==> src/rtl/crf_pkg.sv <==
package crf_pkg;
   localparam int unsigned IDX_W   = 4;
   localparam logic [IDX_W-1:0] CR_STAT   = 4'd0;
   localparam logic [IDX_W-1:0] CR_COND   = 4'd1;
   localparam logic [IDX_W-1:0] CR_ISP    = 4'd2;
   localparam logic [IDX_W-1:0] CR_USP    = 4'd3;
   localparam logic [IDX_W-1:0] CR_SPC    = 4'd6;
   localparam logic [IDX_W-1:0] CR_BBSTAT = 4'd8;
   localparam logic [IDX_W-1:0] CR_BBSPC  = 4'd14;
   localparam logic [7:0] STAT_RD_MASK = 8'hC0;
   localparam logic [7:0] BACK_RD_MASK = 8'hC1;
   localparam int unsigned MODE_BIT = 7;
endpackage

==> src/rtl/crf_status.sv <==
module crf_status (
   input  logic       clk,
   input  logic       rst_n,
   input  logic       wr_stat,
   input  logic       wr_cond,
   input  logic       wr_bb,
   input  logic [15:0] wr_lo,
   output logic [7:0] stat_q,
   output logic [7:0] back_q,
   output logic [7:0] bback_q,
   output logic       cond_q
);
   always_ff @(posedge clk or negedge rst_n) begin
      if (!rst_n) begin
         stat_q  <= '0;
         back_q  <= '0;
         bback_q <= '0;
         cond_q  <= 1'b0;
      end else begin
         if (wr_stat) begin
            stat_q <= wr_lo[7:0];
            back_q <= wr_lo[15:8];
         end
         if (wr_stat || wr_cond) cond_q <= wr_lo[0];
         if (wr_bb) bback_q <= wr_lo[7:0];
      end
   end
endmodule

==> src/rtl/crf_stack.sv <==
module crf_stack #(
   parameter int unsigned DW = 32
) (
   input  logic          clk,
   input  logic          rst_n,
   input  logic          mode_q,
   input  logic          wr_stat,
   input  logic          new_mode,
   input  logic          wr_isp,
   input  logic          wr_usp,
   input  logic [DW-1:0] wr_data,
   input  logic          side_en,
   input  logic [DW-1:0] side_data,
   output logic [DW-1:0] live_q,
   output logic [DW-1:0] isp_q,
   output logic [DW-1:0] usp_q,
   output logic [DW-1:0] isp_view,
   output logic [DW-1:0] usp_view
);
   logic swap;
   logic ctl_live;

   assign swap     = wr_stat && (new_mode != mode_q);
   assign ctl_live = (wr_isp && !mode_q) || (wr_usp && mode_q);
   assign isp_view = mode_q ? isp_q : live_q;
   assign usp_view = mode_q ? live_q : usp_q;

   always_ff @(posedge clk or negedge rst_n) begin
      if (!rst_n) begin
         live_q <= '0;
         isp_q  <= '0;
         usp_q  <= '0;
      end else if (swap) begin
         if (mode_q) begin
            usp_q  <= live_q;
            live_q <= isp_q;
         end else begin
            isp_q  <= live_q;
            live_q <= usp_q;
         end
      end else begin
         if (wr_isp && mode_q)  isp_q <= wr_data;
         if (wr_usp && !mode_q) usp_q <= wr_data;
         if (ctl_live)          live_q <= wr_data;
         else if (side_en)      live_q <= side_data;
      end
   end
endmodule

==> src/rtl/crf_store.sv <==
module crf_store #(
   parameter int unsigned DW        = 32,
   parameter int unsigned SPARE_CNT = 2
) (
   input  logic                          clk,
   input  logic                          rst_n,
   input  logic                          wr_spc,
   input  logic                          wr_bbspc,
   input  logic [SPARE_CNT-1:0]          wr_spare,
   input  logic [DW-1:0]                 wr_data,
   output logic [DW-1:0]                 spc_q,
   output logic [DW-1:0]                 bbspc_q,
   output logic [SPARE_CNT-1:0][DW-1:0]  spare_q
);
   always_ff @(posedge clk or negedge rst_n) begin
      if (!rst_n) begin
         spc_q   <= '0;
         bbspc_q <= '0;
      end else begin
         if (wr_spc)   spc_q   <= wr_data;
         if (wr_bbspc) bbspc_q <= wr_data;
      end
   end

   for (genvar g = 0; g < SPARE_CNT; g++) begin : g_spare
      always_ff @(posedge clk or negedge rst_n) begin
         if (!rst_n)          spare_q[g] <= '0;
         else if (wr_spare[g]) spare_q[g] <= wr_data;
      end
   end
endmodule

==> src/rtl/crf_bank.sv <==
module crf_bank
   import crf_pkg::*;
#(
   parameter int unsigned DW         = 32,
   parameter int unsigned SPARE_BASE = 4,
   parameter int unsigned SPARE_CNT  = 2
) (
   input  logic             clk,
   input  logic             rst_n,
   input  logic [IDX_W-1:0] rd_idx,
   output logic [DW-1:0]    rd_data,
   input  logic             wr_en,
   input  logic [IDX_W-1:0] wr_idx,
   input  logic [DW-1:0]    wr_data,
   input  logic             sp_wr_en,
   input  logic [DW-1:0]    sp_wr_data,
   output logic [DW-1:0]    sp_live
);
   localparam int unsigned SPARE_END = SPARE_BASE + SPARE_CNT;
   localparam logic [DW-1:0] PC_MASK = {{(DW-1){1'b1}}, 1'b0};

   initial begin
      if (DW < 16) $error("crf_bank: DW must be at least 16");
      if (SPARE_CNT < 1) $error("crf_bank: SPARE_CNT must be at least 1");
      if (SPARE_END > 6) $error("crf_bank: scratch registers overlap fixed numbers");
   end

   logic [7:0]  stat_q, back_q, bback_q;
   logic        cond_q, mode_q;
   logic [DW-1:0] isp_q, usp_q, isp_view, usp_view, spc_q, bbspc_q;
   logic [SPARE_CNT-1:0][DW-1:0] spare_q;
   logic [SPARE_CNT-1:0] wr_spare;

   logic wr_stat, wr_cond, wr_bb, wr_isp, wr_usp, wr_spc, wr_bbspc;
   assign wr_stat  = wr_en && (wr_idx == CR_STAT);
   assign wr_cond  = wr_en && (wr_idx == CR_COND);
   assign wr_bb    = wr_en && (wr_idx == CR_BBSTAT);
   assign wr_isp   = wr_en && (wr_idx == CR_ISP);
   assign wr_usp   = wr_en && (wr_idx == CR_USP);
   assign wr_spc   = wr_en && (wr_idx == CR_SPC);
   assign wr_bbspc = wr_en && (wr_idx == CR_BBSPC);

   for (genvar g = 0; g < SPARE_CNT; g++) begin : g_wsel
      assign wr_spare[g] = wr_en && (int'(wr_idx) == SPARE_BASE + g);
   end

   assign mode_q = stat_q[MODE_BIT];

   crf_status u_status (
      .clk(clk), .rst_n(rst_n),
      .wr_stat(wr_stat), .wr_cond(wr_cond), .wr_bb(wr_bb),
      .wr_lo(wr_data[15:0]),
      .stat_q(stat_q), .back_q(back_q), .bback_q(bback_q), .cond_q(cond_q)
   );

   crf_stack #(.DW(DW)) u_stack (
      .clk(clk), .rst_n(rst_n),
      .mode_q(mode_q), .wr_stat(wr_stat), .new_mode(wr_data[MODE_BIT]),
      .wr_isp(wr_isp), .wr_usp(wr_usp), .wr_data(wr_data),
      .side_en(sp_wr_en), .side_data(sp_wr_data),
      .live_q(sp_live), .isp_q(isp_q), .usp_q(usp_q),
      .isp_view(isp_view), .usp_view(usp_view)
   );

   crf_store #(.DW(DW), .SPARE_CNT(SPARE_CNT)) u_store (
      .clk(clk), .rst_n(rst_n),
      .wr_spc(wr_spc), .wr_bbspc(wr_bbspc), .wr_spare(wr_spare),
      .wr_data(wr_data),
      .spc_q(spc_q), .bbspc_q(bbspc_q), .spare_q(spare_q)
   );

   always_comb begin
      rd_data = '0;
      case (rd_idx)
         CR_STAT:   rd_data[15:0] = {back_q & BACK_RD_MASK,
                                     (stat_q & STAT_RD_MASK) | {7'd0, cond_q}};
         CR_COND:   rd_data[0]    = cond_q;
         CR_ISP:    rd_data       = isp_view;
         CR_USP:    rd_data       = usp_view;
         CR_SPC:    rd_data       = spc_q & PC_MASK;
         CR_BBSPC:  rd_data       = bbspc_q & PC_MASK;
         CR_BBSTAT: rd_data[7:0]  = bback_q & BACK_RD_MASK;
         default: begin
            for (int i = 0; i < SPARE_CNT; i++)
               if (int'(rd_idx) == SPARE_BASE + i) rd_data = spare_q[i];
         end
      endcase
   end
endmodule

==> config.mk <==
export PLATFORM = sky130hd
export DESIGN_NAME = crf_bank
export DESIGN_NICKNAME = d
export VERILOG_FILES = /design/src/rtl/crf_pkg.sv /design/src/rtl/crf_status.sv /design/src/rtl/crf_stack.sv /design/src/rtl/crf_store.sv /design/src/rtl/crf_bank.sv
export SDC_FILE = /design/constraint.sdc
export NUM_CORES = 1
export LEC_CHECK = 0
export BUFFER_PORTS_ARGS = -buffer_cell sky130_fd_sc_hd__buf_2
export CORE_MARGIN = 4
export CORE_UTILIZATION = 40
export DETAILED_ROUTE_END_ITERATION = 16
export HOLD_SLACK_MARGIN = 0.15
export PLACE_DENSITY = 0.58
export SYNTH_ARGS = -nofsm -noshare
export SYNTH_HDL_FRONTEND = slang
export SYNTH_SLANG_ARGS = --single-unit
==> constraint.sdc <==
create_clock -name clk -period 1.6 [get_ports clk]
set_input_delay 0.16 -clock clk [delete_from_list [all_inputs] [get_ports clk]]
set_output_delay 0.16 -clock clk [all_outputs]
set_load 0.005 [all_outputs]
== Word level (Yosys, flattened, before mapping) ==
Cells that the tools add are included.

* Bits in registers: 249
* Input port bits: 76
* Output and inout bits: 64
* Word-level logic and storage cells: 70

* Equality and inequality tests: 17
* Muxes and demuxes: 16
* Bitwise logic cells: 1
* Reduce and logical (&&, ||, !) cells: 25

{| class="wikitable"
|+ Operators with widths
! kind !! count
|-
| 32-bit 2-to-1 mux || 12
|-
| 16-bit one-hot mux with 5 select lines || 1
|-
| 7-bit one-hot mux with 7 select lines || 1
|-
| 8-bit one-hot mux with 6 select lines || 1
|-
| 4-bit by 3-bit == test with 1-bit output (second input constant) || 6
|-
| 4-bit by 2-bit == test with 1-bit output (second input constant) || 4
|-
| 4-bit == test (second input constant) || 4
|-
| 1-bit logical AND || 14
|-
| 4-bit by 1-bit == test with 1-bit output (second input constant) || 2
|-
| 4-bit zero test || 2
|-
| 8-bit by 1-bit OR with 8-bit output || 1
|-
| 1-bit one-hot mux with 6 select lines || 1
|-
| 2-bit nonzero test || 2
|-
| 2-bit OR reduction || 2
|-
| 3-bit nonzero test || 1
|-
| 3-bit OR reduction || 1
|-
| 1-bit logical OR || 2
|-
| 1-bit zero test || 1
|-
| 1-bit != test || 1
|}

== Depth between registers and ports, before layout ==
Gate-level depths: netlist of the first run.

* Depth in word-level cells: 6
* Gate-level depth with buffers: 8
* Depth with buffers taken out: 4

== Modules after synthesis ==
Synthesis of the first run repeated with hierarchy kept, for this count alone.

* Cells, all modules: 1278
* Area, all modules: 14961.8 um^2

{| class="wikitable"
|+ By module, submodules not included
! module !! instances !! cells each !! area an instance (um^2) !! seq. area each (um^2)
|-
| crf_stack || 1 || 620 || 6471.2 || 2402.3
|-
| crf_store || 1 || 272 || 5380.2 || 3203.1
|-
| crf_bank || 1 || 332 || 2125.8 || 0.0
|-
| crf_status || 1 || 54 || 984.7 || 625.6
|}

== Worst setup path after synthesis of the first run ==
No wires, ideal clock.

* Path kind: register -> output
* From: register u_status.stat_q[7]
* To: output port rd_data[6]
* Arrival time: 1.435 ns
* Data required time: 1.440 ns
* Path slack: 0.005 ns
* Cell stages (with the launch flop): 6
* Buffers on the path: 1
* Path through: dfrtp_1 -> buf_4 -> mux2i_1 -> a2111o_1 -> a31o_2 -> a31oi_1

* Longest elaborated chain between the ends: 2
* Elaborated cells on any way between the ends: 3
* Those cells by class: mux (3)

{| class="wikitable"
|+ Ends and longest elaborated chain
! what !! line !! text
|-
| start, declared || crf_status.sv:8 || <nowiki>output logic [7:0] stat_q,</nowiki>
|-
| start signal, assigned || crf_status.sv:21 || <nowiki>stat_q <= wr_lo[7:0];</nowiki>
|-
| 32-bit 2-to-1 mux, on equally long branches || - ||
|-
| 7-bit one-hot mux with 7 select lines (*) || crf_bank.sv:74 || <nowiki>case (rd_idx)</nowiki>
|-
| end, declared || crf_bank.sv:11 || <nowiki>output logic [DW-1:0] rd_data,</nowiki>
|}

Every way passes the cells marked *; elsewhere a longest branch is shown, timed or not.

== Worst setup path after layout of the first run ==
* From: register u_status.stat_q[7]
* To: output port rd_data[8]

* Longest elaborated chain between the ends: 2
* Elaborated cells on any way between the ends: 3
* Those cells by class: mux (3)

{| class="wikitable"
|+ Ends and longest elaborated chain
! what !! line
|-
| 32-bit 2-to-1 mux, on equally long branches || -
|-
| 8-bit one-hot mux with 6 select lines (*) || crf_bank.sv:74
|}

Marked as above.

==> key figures, run 1 <==
Route
  • DR vias: 10600
  • Drt first pass iters: 5
  • Post-DR vias/cell: 6.06
  • DR WL/cell: 23.9 um
  • Initial DRC Count: about 790
  • Final WL: 41800 um
  • Post-route ant nets: 0
  • DRC Markers: 0

Power
  • Power Density: 1120 mW/mm^2
  • Combinational Power Share: 24.8%
  • Sw power: about 0.0057 W
  • Sw Share: 29.6%
  • Flop pwr share: between 40 and 50%
  • Peak supply drop: between 0.0008 and 0.0009 V
  • Leak: 7.67 nW
  • P_int: 0.0135 W
  • Clk pwr share: around 33%

Global route
  • Total GRT Usage: 23.8%
  • First-pass GRT wire length: 62300 um
  • Vias in the first global route: 10500
  • Total gr overflow: 0
  • Initial antenna violation count: 1
  • Largest net degree at the start of global routing: 57

Worst setup path
  • Crit path max-delay cell type: dfrtp_4
  • Critical path launch point type: flop
  • Crit path capture type: primary output
  • Critical Path AT: 2.12 ns
  • WP data required: 1.44 ns
  • Critical path class: flop to primary output
  • Cells along the critical path: buf_12 -> buf_16 -> a221oi_2 -> a21o_1 -> a31oi_1 -> buf_4 -> buf_2
  • R2R setup slack: -0.47 ns
  • Peak per-stage delay on the critical path: around 0.50 ns
  • Critical Path Fanout Max: 19

Timing
  • Rel. slew slack: 61.0%
  • Final setup violation count: 128
  • Period utilization: 143%
  • Final Hold Vio Count: 0
  • Final Max Slew Viols: 0
  • Fmax: 438 MHz
  • Final clock skew: roughly 0.017 ns
  • Final WS setup: -0.682 ns
  • Minimum clock period: about 2.3 ns
  • Unrepaired setup endpoints after global routing: yes
  • Worst-Margin Slew: 0.582 ns
  • Setup TNS: -48.61 ns

Run
  • Max-cap viol count: 0

Synth
  • Synthesis-stage register bit count: 231
  • Top cells by area, synth: dfrtp_1 49%, mux2_2 16%, a221oi_1 4.5%, a21oi_1 4.1%, a22oi_1 3.8%
  • Syn. warnings: 0
  • Top_reg_cell synth: dfrtp_1
  • Async S/R FF share, synth: between 90% and 100%
  • Synthesized area per cell: 11.1 um^2
  • Post-synth EDFFs: 0
  • Netlist cell types: between 40 and 50
  • Synth top cells by count: 231 x dfrtp_1, 167 x mux2_2, 96 x a21oi_1
  • Synth Instances: 1069
  • Cell Area, Synth: 0.0119 mm^2
  • Count leader, synth: dfrtp_1
  • Yosys top cell by area: dfrtp_1
  • Post-synthesis sequential area ratio: 48.7%
  • Yosys top cell area share: 48.7%
  • Syn Nets: 1145

Place
  • Dpl hpwl: 24600 um
  • Place WS: -0.337 ns
  • Area after DPL: 0.0141 mm^2
  • Placer congestion estimate: ~0.83
  • IO buf count: roughly 140

Clock network
  • Skew-Pair Late Insertion Delay: 0.53 ns
  • CTS root buf: clkbuf_16
  • CTS Buffer Depth: 3
  • Sink Count: 231
  • CTS H-tree depth: 1
  • Clock-pin transition on the worst setup and hold timing paths: 0.06 ns
  • TritonCTS buffer count: 27
  • TritonCTS clock tree: built

Die
  • Core region area: about 0.029 mm^2
  • Cell row count: 62
  • I/O pin total: 140
  • Initial core utilization: 40.9%
  • Die ar.: 0.0325 mm^2
  • Die width: 180 um
  • Die Ht: 180 um

Final layout
  • P&R area growth vs syn: 44.4%
  • Cell area after layout: 0.0171 mm^2
  • Final #Nets: 1421
  • Layout cells sized above 1: ~48%

Status
  • Failing checks: negative setup slack
  • Status: finished, violations left

Hold path
  • Hold/Removal Path Class: input port to flop
[registers in the layout (all words and copies together) (netlist names)]
name / cells
u_store.spare_q: 64
u_stack.isp_q: 32
u_stack.live_q: 32
u_stack.usp_q: 32
u_store.bbspc_q: 31
u_store.spc_q: 31
u_status.back_q: 3
u_status.bback_q: 3
u_status.stat_q: 2
u_status.cond_q: 1
[critical path: cells and delay by family, from the launching register on]
kind | cells | cell delay, ns
buffers and inverters | 4 | 0.60
flip-flops | 1 | 0.50
AO/OA/AOI/OAI | 3 | 0.47
[power groups by stage]
stage / combinational (W) / sequential [W] / clock (W)
6_report: 0.00474 / 0.00814 / 0.00625
5_1_grt: 0.00515 / 0.00828 / 0.00660
4_1_cts: 0.00437 / 0.00806 / 0.00632
3_5_place_dp: 0.00377 / 0.00810 / 0
3_3_place_gp: 0.00367 / 0.00805 / 0
2_1_floorplan: 0.00235 / 0.00788 / 0
[stage by stage]
step	total power (W)	std cells	utilization (%)	hold slack, ns
6_report	0.0191	1750	59.0	0.178
5_1_grt	0.0200	1750	59.0	0.186
4_1_cts	0.0187	1738	56.6	0.155
3_5_place_dp	0.0119	1607	48.6	0.0822
3_3_place_gp	0.0117	1607	48.6	0.0847
2_1_floorplan	0.0102	1069	-	-0.136
[what timing repair did]
action	CTS	global route
hold endpoints to repair	457	0
gates cloned	8	7
hold buffers	68	0
buffers inserted	6	4
setup endpoints to repair	127	128
pin swaps	11	9
resized for setup	83	101
[cell type report]
type | count | area, um^2
diodes | 1 | 2.50
clock buffers | 38 | 797
clock inverters | 11 | 109
fillers | 2364 | 11900
inverters | 65 | 244
multi-input cells | 670 | 6300
flip-flops and latches | 231 | 5780
well taps | 384 | 480
repair buffers | 350 | 3410
[per-layer routing]
layer | track usage [%] | vias to the layer above | routed length (um)
met2 | 38.1 | 399 | 19400
met4 | 5.41 | 0 | 920
met1 | 34.1 | 5482 | 18700
met3 | 4.16 | 65 | 2830
met5 | 0 | - | 0
li1 | - | 4660 | -
[worst paths after layout]
| path | from | cells past startpoint | endpoint |
|---|---|---|---|
| worst max-delay path | u_status.stat_q[7] | 7 | rd_data[8] |
| worst min-delay path | wr_en | 3 | u_status.bback_q[0] |
| worst max register to register | u_status.stat_q[7] | 9 | u_stack.live_q[14] |
| worst min register to register | u_store.bbspc_q[20] | 1 | u_store.bbspc_q[20] |
| max in group asynchronous | rst_n | 4 | u_store.bbspc_q[19] |
| min in group asynchronous | rst_n | 3 | u_stack.live_q[30] |
[cell families after synthesis]
group / Yosys count / synth area share [%]
buffers and inverters: 168 / 5.92
xor gates and xnor gates: 3 / 0.222
muxes: 201 / 18.7
DFF: 231 / 48.7
AOI/OAI and AO/OA: 390 / 22.4
and+or+nand+nor: 76 / 4.02
[layout by cell type (no fill, tap or decap), drive strengths merged, types with 6 or more instances in the layout]
master | synthesis | routed
buf | 55 | 272
dfrtp | 231 | 231
mux2 | 167 | 167
a21oi | 96 | 96
dlygate4sd3 | 0 | 68
inv | 65 | 65
o22ai | 65 | 65
a221oi | 61 | 61
a22oi | 60 | 60
clkbuf | 48 | 45
nor2 | 38 | 38
mux2i | 34 | 34
a21o | 33 | 33
a31oi | 33 | 33
a211oi | 32 | 32
clkinv | 0 | 9
nand2 | 6 | 6
nor2b | 6 | 6
(Power assumes the default switching activity.)
==> inputs of run 2 (changes only) <==
CORE_UTILIZATION = 61   (was 40)
PLACE_DENSITY = 0.8   (was 0.58)
clock period = 2.87 ns   (was 1.6 ns; I/O delays follow)
==> key figures, run 2 (same netlist as run 1, synthesis figures left out) <==
Global route
  • First-pass GRT wire length: 54000 um (-13%)
  • Initial antenna violation count: 1 (unchanged)
  • Total gr overflow: 0 (unchanged)
  • Largest net degree at the start of global routing: 93 (+63%)
  • Total GRT Usage: 30.5% (+6.7 points)
  • Vias in the first global route: 10000 (-4.7%)

Worst setup path
  • CP bufs+invs: 1 (-3)
  • Critical Path Fanout Max: 19 (unchanged)
  • Reg2reg start: u_status.stat_q[7]
  • RR Endpoint: u_stack.isp_q[15]
  • Crit path capture type: primary output
  • Cells along the critical path: mux2i_1 -> a2111o_1 -> a31o_2 -> a31oi_1 -> buf_2
  • FF-to-FF path depth: 5 (-4)
  • R2R setup slack: 0.79 ns (+1.26 ns)
  • Critical path class: flop to primary output
  • Crit path max-delay cell type: dfrtp_4
  • Critical path launch point type: flop
  • Delay-heaviest family, CP: compound AO/OA/AOI/OAI gates
  • Critical Path AT: 2.48 ns (+0.36 ns)
  • Peak per-stage delay on the critical path: 0.60 ns (+0.10 ns)
  • WP data required: 2.58 ns (+1.14 ns)

Clock network
  • CTS H-tree depth: 1 (unchanged)
  • Skew-Pair Late Insertion Delay: 0.51 ns (-0.02 ns)
  • TritonCTS buffer count: 24 (-11%)
  • CTS Buffer Depth: 3 (unchanged)
  • Post-CTS Setup Repair Bufs: 0 (-6)
  • Sink Count: 231 (unchanged)
  • Clock-pin transition on the worst setup and hold timing paths: 0.06 ns (about the same)
  • CTS root buf: clkbuf_16
  • TritonCTS clock tree: built

Route
  • Post-route ant nets: 0 (unchanged)
  • DRC Markers: 0 (unchanged)
  • Drt first pass iters: 6 (+1)
  • Initial DRC Count: 996 (+27%)
  • Final WL: 33700 um (-20%)
  • Post-DR vias/cell: 6.76 (+12%)
  • DR vias: 10000 (-5.7%)
  • DR WL/cell: 22.7 um (-4.9%)

Die
  • Core region area: 0.0189 mm^2 (-35%)
  • Die Ht: 147 um (-18%)
  • Cell row count: 50 (-19%)
  • Initial core utilization: 62.8% (+22 points)
  • Die ar.: 0.0217 mm^2 (-33%)
  • I/O pin total: 140 (unchanged)
  • Die width: 147 um (-18%)

Timing
  • Minimum clock period: roughly 2.8 ns
  • Final clock skew: 0.00670 ns (-0.0102 ns)
  • Final setup violation count: 0 (-100%)
  • Worst-Margin Slew: 0.739 ns (+0.157 ns)
  • Period utilization: 96.4%
  • Final Hold Vio Count: 0 (unchanged)
  • Final Max Slew Viols: 0 (unchanged)
  • Setup TNS: 0 ns (+48.61 ns)
  • Unrepaired setup endpoints after global routing: no
  • Fmax: around 360 MHz
  • Rel. slew slack: 50.7% (-10 points)

Final layout
  • Commonest non-fill, non-tap cells in the layout: 230 x dfrtp_1, 167 x mux2_2, 138 x buf_2
  • P&R area growth vs syn: 18.2%
  • Largest register FFs: 64 (unchanged)
  • Final Non-Filler Cells: 1480 (-15%)
  • Final #Nets: 1281 (-9.9%)
  • Layout cells sized above 1: 33.0% (-15 points)
  • Reg with most FFs: u_store.spare_q
  • Commonest non-fill, non-tap cell in the layout: dfrtp_1
  • ANT cells: 0 (-1)

Power
  • Power Density: 681 mW/mm^2 (-39%)
  • Peak supply drop: 0.000548 V (-38%)
  • Leak: 6.42 nW (-16%)

Place
  • Dpl hpwl: 20800 um (-16%)
  • Placer congestion estimate: 0.826 (-0.21%)
  • Dpl cells: 1407 (-12%)
  • IO buf count: 139 (unchanged)

Hold path
  • Hold Path Depth: 2 (-1)
  • Hold/Removal Path Class: input port to flop
  • Worst hold start: wr_data[15]
  • WHS Endpoint: u_store.spc_q[15]

Status
  • Status: complete, no violations

Run
  • Max-cap viol count: 0 (unchanged)
==> run 2: timing repair <==
item / CTS / global route
hold endpoints to repair: 234 / 0
resized for setup: 0 / 0
hold buffers: 32 / 0
==> run 2: final cells by class <==
| class | instances | area (um^2) |
|---|---|---|
| clock buffers | 37 | 741 |
| inverters | 65 | 244 |
| multi-input cells | 670 | 5460 |
| fillers | 1316 | 4870 |
| well taps | 260 | 325 |
| clock inverters | 4 | 45.0 |
| flip-flops and latches | 231 | 5780 |
| repair buffers | 213 | 1420 |
==> run 2: power breakdown <==
group / switching [W] / total (W) / internal, W
sequential: 0.000542 / 0.00454 / 0.00400
clock: 0.00125 / 0.00310 / 0.00185
combinational: 0.000943 / 0.00190 / 0.000959
==> run 2: how the worst max path moves through the flow <==
stage / start / end / slack, ns / depth (start not counted)
after floorplan: rd_idx[2] / rd_data[10] / 1.09 / 6
after global placement: rd_idx[0] / rd_data[8] / 0.60 / 7
after detailed placement: rd_idx[0] / rd_data[14] / 0.56 / 7
after global routing: u_status.stat_q[7] / rd_data[6] / 0.03 / 5
final: u_status.stat_q[7] / rd_data[6] / 0.10 / 5
after CTS: u_status.stat_q[7] / rd_data[6] / 0.11 / 5
==> run 2: per-stage QoR <==
stage	setup slack (ns)	total power, W	utilization [%]	hold WS, ns	cell area, um^2
2_1_floorplan	1.09	0.00571	-	-0.00859	11900
6_report	0.103	0.00955	74.2	0.179	14000
3_5_place_dp	0.559	0.00641	68.3	0.343	12900
5_1_grt	0.0333	0.00999	74.2	0.179	14000
3_3_place_gp	0.600	0.00627	68.3	0.349	12900
4_1_cts	0.112	0.00955	74.2	0.156	14000
==> run 2: layer usage <==
layer	wire length [um]	track usage, %	vias up	share of wire, %
li1	-	-	4340	-
met3	3450	7.66	85	10
met4	889	7.74	2	2.6
met5	13	0	-	0.039
met2	15700	48.5	604	47
met1	13600	42.6	4974	40
==> inputs of run 3 (changes only) <==
ABC_CLOCK_PERIOD_IN_PS = 2870   (was default)
CORE_UTILIZATION = 60   (was 61)
PLACE_DENSITY = 0.79   (was 0.8)
==> key figures, run 3 (same netlist as run 1, synthesis figures left out) <==
Timing
  • Worst-Margin Slew: 0.881 ns (+0.142 ns)
  • Final Hold Vio Count: 0 (unchanged)
  • Final WS setup: 0.143 ns (+0.0397 ns)
  • Rel. slew slack: 41.2% (-9.5 points)
  • Period utilization: 95.0% (-1.4 points)
  • Fmax: 367 MHz (+1.5%)
  • Unrepaired setup endpoints after global routing: no
  • Final clock skew: 0.00833 ns (+0.00163 ns)
  • Final Max Slew Viols: 0 (unchanged)
  • Final setup violation count: 0 (unchanged)
  • Minimum clock period: 2.73 ns (-0.0397 ns)
  • Setup TNS: 0 ns (unchanged)

Route
  • DR vias: 9820 (-1.8%)
  • DRC Markers: 0 (unchanged)
  • Final WL: 32800 um (-2.7%)
  • DR WL/cell: 22.2 um (-2.6%)
  • Post-route ant nets: 0 (unchanged)
  • Drt first pass iters: 6 (unchanged)
  • Post-DR vias/cell: 6.64 (-1.7%)
  • Initial DRC Count: 1095 (+9.9%)

Hold path
  • Hold/Removal Path Class: input port to flop
  • Hold Path Depth: 3 (+1)

Die
  • Die width: 149 um (+0.78%)
  • Die Ht: 149 um (+0.78%)
  • Initial core utilization: 60.9% (-1.8 points)
  • Cell row count: 51 (+2.0%)
  • Die ar.: 0.0221 mm^2 (+1.6%)
  • I/O pin total: 140 (unchanged)
  • Core region area: 0.0195 mm^2 (+3.0%)

Global route
  • Initial antenna violation count: 1 (unchanged)
  • First-pass GRT wire length: 53100 um (-1.8%)
  • Total gr overflow: 0 (unchanged)
  • Largest net degree at the start of global routing: 79 (-15%)
  • Total GRT Usage: 29.7% (-0.79 points)
  • Vias in the first global route: 9900 (-1.1%)

Final layout
  • Final #Nets: 1275 (-0.47%)
  • Layout cells sized above 1: 32.8% (-0.20 points)
  • Commonest non-fill, non-tap cell in the layout: dfrtp_1
  • Largest register FFs: 64 (unchanged)
  • Fillers: 1373 (+4.3%)
  • Commonest non-fill, non-tap cells in the layout: 230 x dfrtp_1, 167 x mux2_2, 138 x buf_2
  • P&R area growth vs syn: 17.3%
  • Reg with most FFs: u_store.spare_q

Clock network
  • Hold Buf Count CTS: 31 (-3.1%)
  • Post-CTS Setup Repair Bufs: 0 (unchanged)
  • Sink Count: 231 (unchanged)
  • Clock-pin transition on the worst setup and hold timing paths: 0.06 ns (about the same)
  • TritonCTS clock tree: built
  • TritonCTS buffer count: 25 (+4.2%)
  • Skew-Pair Late Insertion Delay: 0.52 ns (about the same)
  • CTS H-tree depth: 1 (unchanged)
  • CTS Buffer Depth: 3 (unchanged)
  • CTS resizes: 0 (unchanged)
  • CTS root buf: clkbuf_16

Worst setup path
  • Critical Path AT: 2.44 ns (-0.04 ns)
  • FF-to-FF path depth: 4 (-1)
  • WP data required: 2.58 ns (about the same)
  • Critical path class: flop to primary output
  • Critical path launch point type: flop
  • Critical Path Fanout Max: 23 (+4)
  • Crit path capture type: primary output

Power
  • Power Density: 676 mW/mm^2 (-0.73%)
  • Leak: 6.36 nW (-0.91%)
  • Peak supply drop: 0.000516 V (-5.9%)

Place
  • IO buf count: 139 (unchanged)
  • Placer congestion estimate: 0.839 (+1.5%)
  • Dpl hpwl: 20000 um (-3.9%)
  • Place WS: 0.493 ns (-0.0655 ns)

Status
  • Status: complete, no violations

Run
  • Max-cap viol count: 0 (unchanged)
run 3: changes by cell type in the layout (fill, tap and decap cells not counted):
cell,change
buf_12,-2
buf_4,-4
bufinv_16,-1
clkbuf_1,-1
clkbuf_8,-1
clkinv_2,+1
clkinvlp_4,+1
diode_2,+1
dlygate4sd3_1,-1
nand2_1,-1
nand2_2,+1
run 3: path summary, 6_finish.rpt:
path                                      from                  end  slack [ns]
max                         u_status.stat_q[7]           rd_data[6]        0.14
max in group asynchronous                rst_n  u_store.spare_q[14]        1.66
min reg2reg                u_status.bback_q[7]  u_status.bback_q[7]        0.50
max reg2reg                 u_status.stat_q[7]     u_stack.usp_q[6]        0.68
min in group asynchronous                rst_n    u_stack.usp_q[25]        0.34
min                                 wr_data[7]     u_store.spc_q[7]        0.17
run 3: where the power goes:
part,internal (W),leakage [nW],switching (W)
logic,0.000957,3.30,0.000929
registers,0.00400,2.70,0.000535
clock network,0.00173,0.372,0.00125
total,0.00669,6.36,0.00272
run 3: per-stage QoR:
| step | cell area [um^2] | hold WS [ns] | power, W | instances | utilization (%) |
|---|---|---|---|---|---|
| 6_report | 13900 | 0.170 | 0.00941 | 1478 | 71.5 |
| 5_1_grt | 13900 | 0.189 | 0.00987 | 1478 | 71.5 |
| 4_1_cts | 13900 | 0.156 | 0.00942 | 1477 | 71.5 |
| 3_5_place_dp | 12900 | 0.299 | 0.00639 | 1406 | 66.0 |
| 3_3_place_gp | 12900 | 0.299 | 0.00629 | 1406 | 66.0 |
| 2_1_floorplan | 11900 | -0.00859 | 0.00571 | 1069 | - |
run 3: area by class of cell:
type                       instances  area (um^2)  share of cell area [%]
clock buffer                      35          723                    5.20
tap                              265          332                    2.38
clock inverter                     5         27.5                   0.198
inverter                          65          244                    1.75
antenna                            1         2.50                  0.0180
multi-input combinational        670         5470                    39.3
timing repair buffer             206         1340                    9.60
sequential                       231         5780                    41.6
run 3: critical path: stages, from the launching register on:
cell	delay (ns)
dfrtp_4	0.62
mux2i_1	0.18
a2111o_1	0.42
a31o_2	0.26
a31oi_1	0.27
buf_2	0.17
run 3: metal layers:
metal | wire, um | vias up | part of all wire, % | GRT usage, %
li1 | - | 4342 | - | -
met1 | 13900 | 4860 | 43 | 42.7
met2 | 15100 | 518 | 46 | 46.1
met3 | 2560 | 100 | 7.8 | 4.33
met4 | 1180 | 0 | 3.6 | 11.5
met5 | 0 | - | 0 | 0
